`src/rtl/refpfd_pkg.sv`:
```
package refpfd_pkg;
  typedef struct packed {
    logic fc;
    logic fp;
  } cmp_ev_t;
endpackage

```
`src/rtl/edge_sync.sv`:
```
module edge_sync #(
  parameter int STAGES = 2
) (
  input  logic clk,
  input  logic rst,
  input  logic din,
  output logic rise
);
  logic [STAGES:0] sh;

  always_ff @(posedge clk) begin
    if (rst) sh <= '0;
    else     sh <= {sh[STAGES-1:0], din};
  end

  assign rise = sh[STAGES-1] & ~sh[STAGES];
endmodule

```
`src/rtl/ref_div.sv`:
```
module ref_div #(
  parameter int RW = 6
) (
  input  logic          clk,
  input  logic          rst,
  input  logic          ref_rise,
  input  logic [RW-1:0] ratio,
  output logic          fc_q
);
  logic [RW-1:0] cnt;

  always_ff @(posedge clk) begin
    if (rst) begin
      cnt  <= '0;
      fc_q <= 1'b0;
    end else begin
      fc_q <= 1'b0;
      if (ref_rise) begin
        if (cnt >= ratio) begin
          cnt  <= '0;
          fc_q <= 1'b1;
        end else begin
          cnt <= cnt + 1'b1;
        end
      end
    end
  end

  // strobe lasts a single cycle
  a_r2_fc_single: assert property (@(posedge clk) disable iff (rst)
    fc_q |=> !fc_q);
  // ratio zero passes each edge
  a_r3_pass_through: assert property (@(posedge clk) disable iff (rst)
    (ref_rise && ratio == '0) |=> fc_q);
endmodule

```
`src/rtl/pfd_core.sv`:
```
module pfd_core
  import refpfd_pkg::*;
(
  input  logic    clk,
  input  logic    rst,
  input  cmp_ev_t ev,
  output logic    up_n,
  output logic    down_n,
  output logic    active,
  output logic    close
);
  logic up_q, dn_q;
  logic u_seen, d_seen;

  assign u_seen = up_q | ev.fc;
  assign d_seen = dn_q | ev.fp;
  assign close  = u_seen & d_seen;
  assign active = up_q | dn_q;

  always_ff @(posedge clk) begin
    if (rst) begin
      up_q <= 1'b0;
      dn_q <= 1'b0;
    end else begin
      up_q <= u_seen & ~d_seen;
      dn_q <= d_seen & ~u_seen;
    end
  end

  assign up_n   = ~up_q;
  assign down_n = ~dn_q;

  // reset releases both outputs
  a_r1_reset_idle: assert property (@(posedge clk)
    rst |=> (up_n && down_n));
  // outputs never active together
  a_r9_exclusive: assert property (@(posedge clk) disable iff (rst)
    !(!up_n && !down_n));
  // up pulse starts only from a strobe
  a_r5_up_cause: assert property (@(posedge clk) disable iff (rst)
    $fell(up_n) |-> $past(ev.fc));
  // down pulse starts only from a feedback edge
  a_r6_dn_cause: assert property (@(posedge clk) disable iff (rst)
    $fell(down_n) |-> $past(ev.fp));
  // coincident edges from idle give no pulse
  a_r7_coincide: assert property (@(posedge clk) disable iff (rst)
    (up_n && down_n && ev.fc && ev.fp) |=> (up_n && down_n));
endmodule

```
`src/rtl/lock_det.sv`:
```
module lock_det #(
  parameter int TW     = 8,
  parameter int LOCK_N = 16
) (
  input  logic          clk,
  input  logic          rst,
  input  logic          active,
  input  logic          close,
  input  logic [TW-1:0] thr,
  output logic          lock
);
  localparam int GW = (LOCK_N > 1) ? $clog2(LOCK_N) : 1;
  localparam logic [TW-1:0] WMAX = '1;
  localparam logic [GW-1:0] GLAST = GW'(LOCK_N - 1);

  logic [TW-1:0] wcnt;
  logic [GW-1:0] gcnt;
  logic [TW:0]   meas;
  logic          over;

  assign meas = {1'b0, wcnt} + {{TW{1'b0}}, active};
  assign over = meas >= {1'b0, thr};

  always_ff @(posedge clk) begin
    if (rst) begin
      wcnt <= '0;
      gcnt <= '0;
      lock <= 1'b0;
    end else begin
      if (close)                       wcnt <= '0;
      else if (active && wcnt != WMAX) wcnt <= wcnt + 1'b1;

      if ((active || close) && over) begin
        gcnt <= '0;
        lock <= 1'b0;
      end else if (close) begin
        if (gcnt == GLAST) lock <= 1'b1;
        else               gcnt <= gcnt + 1'b1;
      end
    end
  end

  // lock only rises at the end of a period
  a_r10_rise_on_close: assert property (@(posedge clk) disable iff (rst)
    $rose(lock) |-> $past(close));
  // lock only falls while a comparison is in progress or ending
  a_r11_fall_cause: assert property (@(posedge clk) disable iff (rst)
    $fell(lock) |-> $past(active || close));
endmodule

```
`src/rtl/refpfd_top.sv`:
```
module refpfd_top
  import refpfd_pkg::*;
#(
  parameter int RW     = 6,
  parameter int TW     = 8,
  parameter int LOCK_N = 16,
  parameter int SYNC   = 2
) (
  input  logic          clk,
  input  logic          rst,
  input  logic          ref_in,
  input  logic          fp_in,
  input  logic [RW-1:0] r_div,
  input  logic [TW-1:0] lock_thr,
  output logic          fc,
  output logic          up_n,
  output logic          down_n,
  output logic          lock
);
  localparam int NCH = 2;

  logic [NCH-1:0] raw_in, rise;
  logic           fc_q, fp_q;
  logic           active, close;
  cmp_ev_t        ev;

  assign raw_in = {fp_in, ref_in};

  for (genvar g = 0; g < NCH; g++) begin : g_sync
    edge_sync #(.STAGES(SYNC)) u_sync (
      .clk  (clk),
      .rst  (rst),
      .din  (raw_in[g]),
      .rise (rise[g])
    );
  end

  ref_div #(.RW(RW)) u_div (
    .clk      (clk),
    .rst      (rst),
    .ref_rise (rise[0]),
    .ratio    (r_div),
    .fc_q     (fc_q)
  );

  // feedback edge registered to match the divider's output stage
  always_ff @(posedge clk) begin
    if (rst) fp_q <= 1'b0;
    else     fp_q <= rise[1];
  end

  assign ev.fc = fc_q;
  assign ev.fp = fp_q;
  assign fc    = fc_q;

  pfd_core u_pfd (
    .clk    (clk),
    .rst    (rst),
    .ev     (ev),
    .up_n   (up_n),
    .down_n (down_n),
    .active (active),
    .close  (close)
  );

  lock_det #(.TW(TW), .LOCK_N(LOCK_N)) u_lock (
    .clk    (clk),
    .rst    (rst),
    .active (active),
    .close  (close),
    .thr    (lock_thr),
    .lock   (lock)
  );

  // reset clears strobe and lock
  a_r1_reset_out: assert property (@(posedge clk)
    rst |=> (!fc && !lock));
endmodule

```
`config.mk`:
```
export PLATFORM = sky130hd
export DESIGN_NAME = refpfd_top
export DESIGN_NICKNAME = d
export VERILOG_FILES = /design/src/rtl/refpfd_pkg.sv /design/src/rtl/edge_sync.sv /design/src/rtl/ref_div.sv /design/src/rtl/pfd_core.sv /design/src/rtl/lock_det.sv /design/src/rtl/refpfd_top.sv
export SDC_FILE = /design/constraint.sdc
export NUM_CORES = 1
export LEC_CHECK = 0
export ABC_CLOCK_PERIOD_IN_PS = 6400
export BUFFER_PORTS_ARGS = -buffer_cell sky130_fd_sc_hd__clkbuf_2
export CORE_MARGIN = 3
export CORE_UTILIZATION = 50
export CTS_BUF_LIST = sky130_fd_sc_hd__clkbuf_8 sky130_fd_sc_hd__clkbuf_16
export CTS_CLUSTER_SIZE = 8
export DETAILED_ROUTE_END_ITERATION = 16
export PLACE_DENSITY = 0.71
export SKIP_CTS_REPAIR_TIMING = 1
export SLEW_MARGIN = 20
export SYNTH_ARGS = -nofsm -noshare
export SYNTH_HDL_FRONTEND = slang
export SYNTH_SLANG_ARGS = --single-unit
```
`constraint.sdc`:
```
create_clock -name clk -period 6.4 [get_ports clk]
set_clock_uncertainty 0.15 [all_clocks]
set_input_delay 1.92 -clock clk [delete_from_list [all_inputs] [get_ports clk]]
set_output_delay 1.92 -clock clk [all_outputs]
set_load 0.05 [all_outputs]
```
Word-level counts from Yosys, hierarchy flattened
Cells that the tools add are included.
W data, S select, Z words.
{ "totals": {"reg_bits": 29, "input_bits": 18, "out_inout_bits": 4, "elab_cells": 44} }
{ "op_classes": {"add_sub_neg": 4, "magnitude_cmp": 2, "eq_ne": 2, "muxes": 2, "bitwise_logic": 16, "reduce_logical": 8} }
{ "ops": {"columns": ["cell", "count"], "rows": [
  ["$add A8 B1 Y9", 1],
  ["$ge A9 B8 Y1", 1],
  ["$add A8 B1 Y8 const B", 1],
  ["$ne A8 B8 Y1 const B", 1],
  ["$not A1 Y1", 8],
  ["$add A6 B1 Y6 const B", 1],
  ["$ge A6 B6 Y1", 1],
  ["$mux W6", 1],
  ["$reduce_or A2 Y1", 3],
  ["$and A1 B1 Y1", 5],
  ["$add A4 B1 Y4 const B", 1],
  ["$eq A4 B4 Y1 const B", 1],
  ["$reduce_and A2 Y1", 2],
  ["$or A1 B1 Y1", 3],
  ["$logic_and A1 B1 Y1", 2],
  ["$logic_or A1 B1 Y1", 1],
  ["$mux W1", 1]
]} }

Depth between registers and ports, before layout
Gate-level depths: netlist (run 1).
{ "logic_depth": {"word_depth": 5, "depth_mapped": 11, "ltp_nobuf": 11} }

By module
A second synthesis (run 1) with hierarchy kept.
{ "unflattened": {"hier_cells": 187, "area_unflattened_um2": 1757.9} }
{ "modules_own_cells": {"columns": ["module", "instances", "cells_each", "area_per_inst_um2", "seq_area_each_um2"], "rows": [
  ["lock_det", 1, 114, 999.7, 260.2],
  ["ref_div", 1, 47, 461.7, 140.1],
  ["edge_sync", 2, 7, 87.6, 60.1],
  ["pfd_core", 1, 10, 87.6, 40.0],
  ["refpfd_top", 1, 2, 33.8, 20.0]
]} }

Worst setup path before layout (run 1)
Ideal clock, no wire load.
{ "synth_timing": {"path_kind": "input to register", "from": "in lock_thr[2]", "to": "reg u_lock.gcnt[1]", "setup_time_ns": 0.086, "t_arrival_ns": 2.954, "required_ns": 6.164, "slack_ns": 3.210, "cell_stages": 6, "path_buffers": 0, "cell_sequence": "inv_1 -> ha_1 -> a21o_1 -> a31oi_1 -> o21ai_0 -> a221oi_2"} }
{ "synth_via": {"elab_chain_len": 3} }
{ "synth_lines": {"columns": ["element", "line_no", "text"], "rows": [
  ["from (decl)", "refpfd_top.sv:14", "input logic [TW-1:0] lock_thr,"],
  ["$ge A9 B8 Y1", "lock_det.sv:22", "assign over = meas >= {1'b0, thr};"],
  ["$logic_and A1 B1 Y1", "lock_det.sv:33", "if ((active || close) && over) begin"],
  ["$reduce_or A2 Y1 (no source line)", null, null],
  ["to (signal assigned)", "lock_det.sv:38", "else gcnt <= gcnt + 1'b1;"],
  ["to (decl)", "lock_det.sv:17", "logic [GW-1:0] gcnt;"]
]} }
Every way passes these cells.
A chain may end at the register's enable or synchronous reset.

Worst setup path in the final report (run 1)
Same ends and word-level chain as after synthesis.

==> run_results.csv, run 1 <==
group,metric,value,unit
floorplan,die_area,4140,um^2
pwr,power,0.352,mW
critical_path,cp_max_fo,5,
timing,fin_setup_tns,0,ps
floorplan,die_h,64.4,um
detailed_routing,viasPerCell,5.48,
critical_path,cp-startpoint,"lock_thr[2]",
pwr,power_frac_clock,39.8,%
timing,tightest_slew,610,ps
timing,rsz0062_at_grt,"no",
detailed_routing,vias,1397,
detailed_routing,first_pass_iters,4,
critical_path,rr_startpoint,"u_pfd.up_q$_SDFF_PP0_",
critical_path,path_cells,"clkbuf_2 -> inv_1 -> ha_1 -> a21o_1 -> a31oi_1 -> o21ai_0 -> a221oi_2",
critical_path,critical_path.top_delay_family,"compound AO/OA/AOI/OAI gates",
critical_path,slowest_delay,300,ps
synth,synth-warning-count,0,
timing,hold-worst-slack,234,ps
min_path,hp-start,"g_sync[1].u_sync.sh[2]$_SDFF_PP0_",
pwr,seqPwrFrac,52.7,%
timing,drv_slew,0,
critical_path,critPathLaunchType,"input pin",
pwr,combPwrFrac,7.4,%
final_layout,n_fill_cell,301,
placed_design,dp_hpwl,2510,um
timing,period_needed,3250,ps
global_routing,overflow,0,
synth,netlist_instances,189,
pwr,p_int,0.269,mW
cts,cts_max_level,2,
cts,path_clk_slew,60,ps
pwr,pwr_density_cell,185,nW/um^2
global_routing,grt_pass1_wl,6020,um
final_layout,final_cell_area,1910,um^2
timing,fmax,0.308,GHz
synth,synth.top_cell.area_share,34.1,%
synth,yosys.area.top_type,"dfxtp_1",
floorplan,pin_count,22,
final_layout,area_growth,11.9,%
critical_path,slowest_stage,"ha_1",
floorplan,start_util,54.0,%
pwr,p_leak,0.861,nW
run_status,status,"finished clean",
synth,synth_area_leaders,"dfxtp_1 34%, ha_1 14%, xor2_1 4.1%, inv_1 4.0%, nor2b_1 3.7%",
global_routing,grt_pass1_vias,1441,
min_path,hold_class,"reg2reg",
detailed_routing,initialDrtViolationCount,151,
synth,syn_area,1700,um^2
timing,fin_crit_sh,50.8,%
placed_design,gp_congestion,0.858,
cts,cts_buffers,5,
synth,async_flop_share,0,%
synth,yosysSeqAreaShare,34.1,%
detailed_routing,ant_nets,0,
cts,clock_path_buffers,2,
final_layout,fin_nets,247,
critical_path,required,6440,ps
critical_path,worstPathArrival,3290,ps
floorplan,rows,20,
detailed_routing,wire_per_inst,12.5,um
critical_path,critPathKind,"in2reg",
placed_design,port_buffers,21,
final_layout,antennaDiodeCount,0,
synth,ys_ff_latch,29,
detailed_routing,drt-total-wl,3190,um
placed_design,placed_area,1820,um^2
cts,clock_latency,280,ps
timing,setup_viol,0,
synth,synth_flop_cell,"dfxtp_1",
pwr,swShare,23.5,%
synth,synth_edf_count,0,
floorplan,die_w,64.4,um
critical_path,critPathBufInv,2,
timing,slew-limit-headroom,58.9,%
final_layout,final_core_util,60.4,%
global_routing,grt_use_total,18.2,%
cts,cts_root_buffer,"clkbuf_8",
job,drv_cap,0,
global_routing,grt_max_degree,19,
detailed_routing,drc_errors,0,
pwr,switchingPower,0.0828,mW
synth,synth_nets,226,
synth,syn_avg_cell_area,9.01,um^2
cts,cts_tree,"built",
synth,synthTopCellsByCount,"29 x dfxtp_1, 19 x ha_1, 18 x inv_1, 10 x nand2_1, 10 x nor2b_1",
global_routing,antenna_found_initial,0,
final_layout,drive_above_1_share,17.1,%
cts,cts.sinks,29,
synth,yosys.cell_count.top_type,"dfxtp_1",
pwr,ir_drop,134,uV
critical_path,endpoint_kind,"register",
synth,synth_cell_types,42,
timing,hold_viol,0,
floorplan,core,3150,um^2
-- worst register-to-register path: cells and delay by family, from the launching register on --
family / cells / cell delay (ps)
xor+xnor: 1 / 130
flops: 1 / 480
fa+ha+maj: 3 / 700
simple gates: 4 / 650
compound gates: 2 / 650
-- kinds of logic (layout without fill, tap and decap cells) --
group / after synthesis / after routing / share of synthesized area (%)
muxes: 2 / 2 / 1.18
buffers and inverters: 25 / 47 / 6.32
DFF: 29 / 29 / 34.1
and+or+nand+nor: 65 / 65 / 20.5
xor gates and xnor gates: 14 / 14 / 7.20
AOI/OAI and AO/OA: 35 / 35 / 16.8
adders and majority gates: 19 / 19 / 14.0
-- worst paths after layout --
check	end	depth (start not counted)	slack [ps]
setup / recovery	u_lock.gcnt[1]$_SDFFE_PP0P_	7	3150
hold / removal	fp_q$_SDFF_PP0_	1	230
setup reg to reg	u_lock.gcnt[0]$_SDFFE_PP0P_	10	3510
hold reg to reg	fp_q$_SDFF_PP0_	1	230
-- power groups by stage --
stage          Clock (mW)  Sequential, mW  Combinational, mW
6_report            0.140           0.185             0.0262
5_1_grt             0.154           0.186             0.0306
4_1_cts             0.143           0.185             0.0268
3_5_place_dp            0           0.189             0.0266
3_3_place_gp            0           0.189             0.0248
2_1_floorplan           0           0.189             0.0188
-- state kept, by name (all words and copies together), names as in the netlist --
register          count
u_lock.wcnt           8
u_pfd.up_q            1
u_div.fc_q            1
u_pfd.dn_q            1
u_div.cnt             6
u_lock.lock           1
fp_q                  1
g_sync.u_sync.sh      6
u_lock.gcnt           4
-- per-layer routing --
layer / routed length (um) / global-route usage [%]
met5: 0 / 0
met4: 46 / 6.07
met3: 197 / 5.62
met2: 1600 / 31.4
met1: 1350 / 21.1
-- cells in the final DEF (no fill, tap or decap), types with 6 or more instances in the layout --
master    count
dfxtp_1      29
clkbuf_2     21
inv_1        19
ha_1         19
nand2_1      10
nor2b_1      10
nor3_1        9
nor2_1        9
nand3_1       8
xor2_1        8
a21oi_1       7
xnor2_1       6
nand4_1       6
-- cell type report --
cell class                 count  area [um^2]  share of cell area [%]
sequential                    29          581                    30.5
clock buffer                   5         68.8                    3.61
timing repair buffer          21          105                    5.52
clock inverter                 3         13.8                   0.722
tap                           44         55.1                    2.89
multi-input combinational    135         1010                    53.2
inverter                      18         67.6                    3.55
-- metrics by stage --
step | instances | setup slack, ps
finish | 255 | 3150
global route | 255 | 3020
CTS | 255 | 3130
detailed placement | 247 | 2840
global placement | 247 | 2970
floorplan | 189 | 3210
Power figures use the tool's default switching activity.
==> run 2, diff against run 1 <==
--- a/config.mk
+++ b/config.mk
@@ -5,14 +5,14 @@
 export SDC_FILE = /design/constraint.sdc
 export NUM_CORES = 1
 export LEC_CHECK = 0
-export ABC_CLOCK_PERIOD_IN_PS = 6400
+export ABC_CLOCK_PERIOD_IN_PS = 2800
 export BUFFER_PORTS_ARGS = -buffer_cell sky130_fd_sc_hd__clkbuf_2
 export CORE_MARGIN = 3
 export CORE_UTILIZATION = 50
 export CTS_BUF_LIST = sky130_fd_sc_hd__clkbuf_8 sky130_fd_sc_hd__clkbuf_16
 export CTS_CLUSTER_SIZE = 8
 export DETAILED_ROUTE_END_ITERATION = 16
-export PLACE_DENSITY = 0.71
+export PLACE_DENSITY = 0.73
 export SKIP_CTS_REPAIR_TIMING = 1
 export SLEW_MARGIN = 20
 export SYNTH_ARGS = -nofsm -noshare
==> constraint.sdc (replaced) <==
create_clock -name clk -period 2.8 [get_ports clk]
set_clock_uncertainty 0.15 [all_clocks]
set_input_delay 0.84 -clock clk [delete_from_list [all_inputs] [get_ports clk]]
set_output_delay 0.84 -clock clk [all_outputs]
set_load 0.05 [all_outputs]
==> run_results.csv, run 2 (synthesis gave the netlist of run 1 again) <==
group,metric,value,unit
critical_path,required,2850,ps
critical_path,critPathLaunchType,"register",
cts,clock_latency,280,ps
final_layout,top_register,"u_lock.wcnt",
timing,hold_viol,0,
pwr,pwr_density_cell,418,nW/um^2
placed_design,dp_cells,249,
timing,drv_slew,0,
floorplan,pin_count,22,
floorplan,die_w,64.4,um
global_routing,grt_max_degree,19,
detailed_routing,initialDrtViolationCount,77,
cts,clock_path_buffers,2,
cts,cts_root_buffer,"clkbuf_8",
placed_design,post-place-ws,3.20,ps
detailed_routing,drt-total-wl,3550,um
floorplan,die_area,4140,um^2
detailed_routing,ant_nets,0,
timing,slew-limit-headroom,58.7,%
floorplan,rows,20,
final_layout,area_growth,12.9,%
global_routing,antenna_found_initial,0,
timing,period_needed,2650,ps
final_layout,antennaDiodeCount,0,
pwr,p_leak,0.877,nW
placed_design,dp_hpwl,2730,um
job,drv_cap,0,
global_routing,grt_use_total,19.4,%
timing,tightest_slew,618,ps
final_layout,final_cell_mix,"29 x dfxtp_1, 21 x inv_1, 21 x clkbuf_2",
floorplan,core,3150,um^2
final_layout,drive_above_1_share,17.4,%
global_routing,overflow,0,
floorplan,die_h,64.4,um
pwr,ir_drop,371,uV
floorplan,start_util,54.0,%
final_layout,largest_register_ffs,8,
placed_design,port_buffers,21,
placed_design,placed_area,1840,um^2
detailed_routing,wire_per_inst,13.8,um
placed_design,gp_congestion,0.855,
critical_path,worstPathArrival,2690,ps
timing,fmax,0.378,GHz
detailed_routing,drc_errors,0,
critical_path,endpoint_kind,"register",
critical_path,cp_max_fo,5,
timing,setup_viol,0,
cts,cts_max_level,2,
detailed_routing,viasPerCell,5.53,
run_status,status,"finished clean",
cts,path_clk_slew,60,ps
timing,finalWorstSetupSlack,152,ps
global_routing,grt_pass1_vias,1419,
min_path,hold_class,"reg2reg",
final_layout,fin_cells,257,
critical_path,critPathKind,"reg2reg",
final_layout,largestRegisters,"u_lock.wcnt (8), g_sync.u_sync.sh (6), u_div.cnt (6)",
final_layout,final_cell_area,1920,um^2
global_routing,grt_pass1_wl,6150,um
cts,cts_tree,"built",
detailed_routing,vias,1421,
final_layout,mostFrequentLayoutCell,"dfxtp_1",
timing,fin_crit_sh,94.6,%
cts,cts.sinks,29,
final_layout,fin_nets,249,
detailed_routing,first_pass_iters,4,
cts,cts_buffers,5,
## run 2: changes by cell type in the layout (fill, tap and decap cells not counted), sizes merged
| cell | change |
|---|---|
| buf | +2 |
| inv | +2 |
| clkinv | -2 |
## run 2: worst max-delay path: stages, from the launching register on
cell and delay (ps):
dfxtp_1 310, or2_4 260, ha_1 210, ha_1 230, and4_1 230, nand2_1 80, xnor2_1 120, ha_1 290
a21oi_1 170, o21a_1 150, o21ai_2 90, a221oi_2 260
## run 2: layout make-up
cell class	count	area, um^2
clock inverters	3	11.3
clock buffers	5	68.8
well taps	44	55.1
multi-input cells	135	1020
flip-flops and latches	29	581
fillers	304	1230
repair buffers	23	120
inverters	18	67.6
## run 2: layer usage
layer,wire length [um],global-route usage [%]
met5,0,0
met4,52,6.86
met3,140,6.50
met2,1750,32.7
met1,1610,22.7
## run 2: worst paths after layout
kind / to / slack, ps / from / depth (start not counted)
max reg2reg: u_lock.gcnt[1]$_SDFFE_PP0P_ / 150 / u_pfd.up_q$_SDFF_PP0_ / 11
min: fp_q$_SDFF_PP0_ / 240 / g_sync[1].u_sync.sh[2]$_SDFF_PP0_ / 1
min reg2reg: fp_q$_SDFF_PP0_ / 240 / g_sync[1].u_sync.sh[2]$_SDFF_PP0_ / 1
max: u_lock.gcnt[1]$_SDFFE_PP0P_ / 150 / u_pfd.up_q$_SDFF_PP0_ / 11
## run 2: through the flow
step / TNS [ps] / total power [mW] / hold WS, ps / utilization [%]
after floorplan: 0 / 0.475 / 217 / -
after global placement: 0 / 0.491 / 223 / 58.3
after detailed placement: 0 / 0.495 / 238 / 58.3
after CTS: -6.99 / 0.811 / 246 / 60.8
after global routing: -4.67 / 0.841 / 249 / 61.0
final: 0 / 0.804 / 239 / 61.0
## run 2: report_power, final
group          leakage [nW]  switching [mW]  internal (mW)  total [mW]
clock                0.0519           0.152          0.165       0.317
combinational         0.590          0.0350         0.0284      0.0634
sequential            0.235         0.00394          0.419       0.423
total                 0.877           0.191          0.612       0.804
==> run 3, diff against run 2 <==
--- a/config.mk
+++ b/config.mk
@@ -7,7 +7,6 @@
 export LEC_CHECK = 0
 export ABC_CLOCK_PERIOD_IN_PS = 2800
 export BUFFER_PORTS_ARGS = -buffer_cell sky130_fd_sc_hd__clkbuf_2
-export CORE_MARGIN = 3
 export CORE_UTILIZATION = 50
 export CTS_BUF_LIST = sky130_fd_sc_hd__clkbuf_8 sky130_fd_sc_hd__clkbuf_16
 export CTS_CLUSTER_SIZE = 8
==> run_results.csv, run 3 (synthesis gave the netlist of run 1 again) <==
group,metric,value,unit
floorplan,die_w,60.4,um
critical_path,endpoint_kind,"register",
timing,slew-limit-headroom,72.7,%
detailed_routing,vias,1440,
detailed_routing,first_pass_iters,4,
cts,cts_buffers,5,
global_routing,grt_use_total,22.1,%
floorplan,die_area,3640,um^2
timing,setup_viol,0,
timing,rsz0062_at_grt,"no",
critical_path,path_cells,"or2_4 -> ha_1 -> ha_1 -> and4_1 -> nand2_1 -> xnor2_1 -> ha_1 -> a21oi_1 -> o21a_1 -> o21ai_1 -> a221oi_2",
pwr,ir_drop,372,uV
global_routing,met1_usage,25.3,%
global_routing,grt_pass1_vias,1380,
final_layout,antennaDiodeCount,0,
detailed_routing,drc_errors,0,
timing,fin_crit_sh,95.1,%
global_routing,grt_max_degree,19,
placed_design,port_buffers,21,
pwr,p_leak,0.882,nW
final_layout,fin_nets,250,
critical_path,cp-startpoint,"u_pfd.up_q$_SDFF_PP0_",
job,drv_cap,0,
cts,cts_max_level,2,
timing,tightest_slew,409,ps
pwr,pwr_density_cell,444,nW/um^2
global_routing,globalRouteMet3Util,5.76,%
final_layout,final_cell_mix,"29 x dfxtp_1, 21 x clkbuf_2, 19 x ha_1",
critical_path,rr_startpoint,"u_pfd.up_q$_SDFF_PP0_",
placed_design,post-place-ws,59.0,ps
floorplan,start_util,54.0,%
critical_path,cp_max_fo,5,
critical_path,critPathKind,"reg2reg",
timing,finalWorstSetupSlack,136,ps
min_path,hp-start,"g_sync[1].u_sync.sh[2]$_SDFF_PP0_",
timing,fin_setup_tns,0,ps
critical_path,slowest_delay,310,ps
cts,cts.sinks,29,
placed_design,gp_congestion,0.817,
placed_design,dp_hpwl,2680,um
floorplan,pin_count,22,
floorplan,die_h,60.4,um
cts,cts_root_buffer,"clkbuf_8",
detailed_routing,initialDrtViolationCount,113,
final_layout,drive_above_1_share,18.7,%
timing,period_needed,2660,ps
global_routing,overflow,0,
floorplan,rows,20,
final_layout,largest_register_ffs,8,
critical_path,worstPathArrival,2710,ps
critical_path,required,2840,ps
min_path,hold_class,"reg2reg",
cts,cts_tree,"built",
final_layout,area_growth,14.3,%
timing,hold_viol,0,
global_routing,antenna_found_initial,0,
timing,drv_slew,0,
run_status,status,"finished clean",
cts,clock_path_buffers,2,
global_routing,gr-usage-met2,37.8,%
cts,path_clk_slew,60,ps
floorplan,core,3150,um^2
detailed_routing,wire_per_inst,13.2,um
detailed_routing,drt-total-wl,3420,um
final_layout,mostFrequentLayoutCell,"dfxtp_1",
critical_path,slowest_stage,"dfxtp_1",
final_layout,top_register,"u_lock.wcnt",
global_routing,grt_pass1_wl,5850,um
cts,clock_latency,280,ps
final_layout,largestRegisters,"u_lock.wcnt (8), g_sync.u_sync.sh (6), u_div.cnt (6)",
critical_path,cpMostUsedCell,"ha_1",
detailed_routing,ant_nets,0,
final_layout,n_fill_cell,295,
final_layout,final_core_util,61.7,%
global_routing,grt-busiest-layer,"met2",
detailed_routing,viasPerCell,5.58,
timing,fmax,0.375,GHz
critical_path,critPathLaunchType,"register",
run 3: changes by cell type in the layout (fill, tap and decap cells not counted):
cell	previous run	this run
o21ai_1	0	1
clkinv_2	0	1
inv_1	21	18
buf_4	2	3
clkbuf_8	5	7
o21ai_2	1	0
run 3: power breakdown:
| group | internal (mW) | total [mW] | switching (mW) |
|---|---|---|---|
| registers | 0.419 | 0.423 | 0.00414 |
| clock network | 0.222 | 0.377 | 0.156 |
| logic | 0.0291 | 0.0639 | 0.0348 |
| total | 0.670 | 0.864 | 0.195 |
run 3: area by class of cell:
cell class / instances / area, um^2 / area share, %
multi-input cells: 135 / 1010 / 52.1
flip-flops and latches: 29 / 581 / 29.8
repair buffers: 24 / 128 / 6.56
clock buffers: 7 / 96.3 / 4.95
inverters: 18 / 67.6 / 3.47
well taps: 44 / 55.1 / 2.83
clock inverters: 1 / 5.00 / 0.257
run 3: worst paths after layout:
path,to,slack (ps),cells after the start
worst max-delay path,u_lock.gcnt[1]$_SDFFE_PP0P_,140,11
worst min-delay path,fp_q$_SDFF_PP0_,240,1
worst max register to register,u_lock.gcnt[1]$_SDFFE_PP0P_,140,11
worst min register to register,fp_q$_SDFF_PP0_,240,1
run 3: metal layers:
metal,wire [um],up-vias
met5,0,-
met4,81,0
met3,162,10
met2,1650,40
met1,1520,669
li1,-,721
run 3: critical path: cells and delay by family (launching register included):
family                   cells  cell delay (ps)
adder cells (fa/ha/maj)      3              710
AND/OR/NAND/NOR              3              580
flip-flops                   1              310
XOR/XNOR                     1              130
AO/OA/AOI/OAI                4              710
run 3: through the flow:
step | area, um^2 | total power, mW | hold slack (ps) | instances
4_1_cts | 1950 | 0.876 | 240 | 258
6_report | 1950 | 0.864 | 236 | 258
2_1_floorplan | 1700 | 0.475 | 217 | 189
3_5_place_dp | 1850 | 0.496 | 231 | 250
3_3_place_gp | 1850 | 0.492 | 223 | 250
5_1_grt | 1950 | 0.902 | 249 | 258
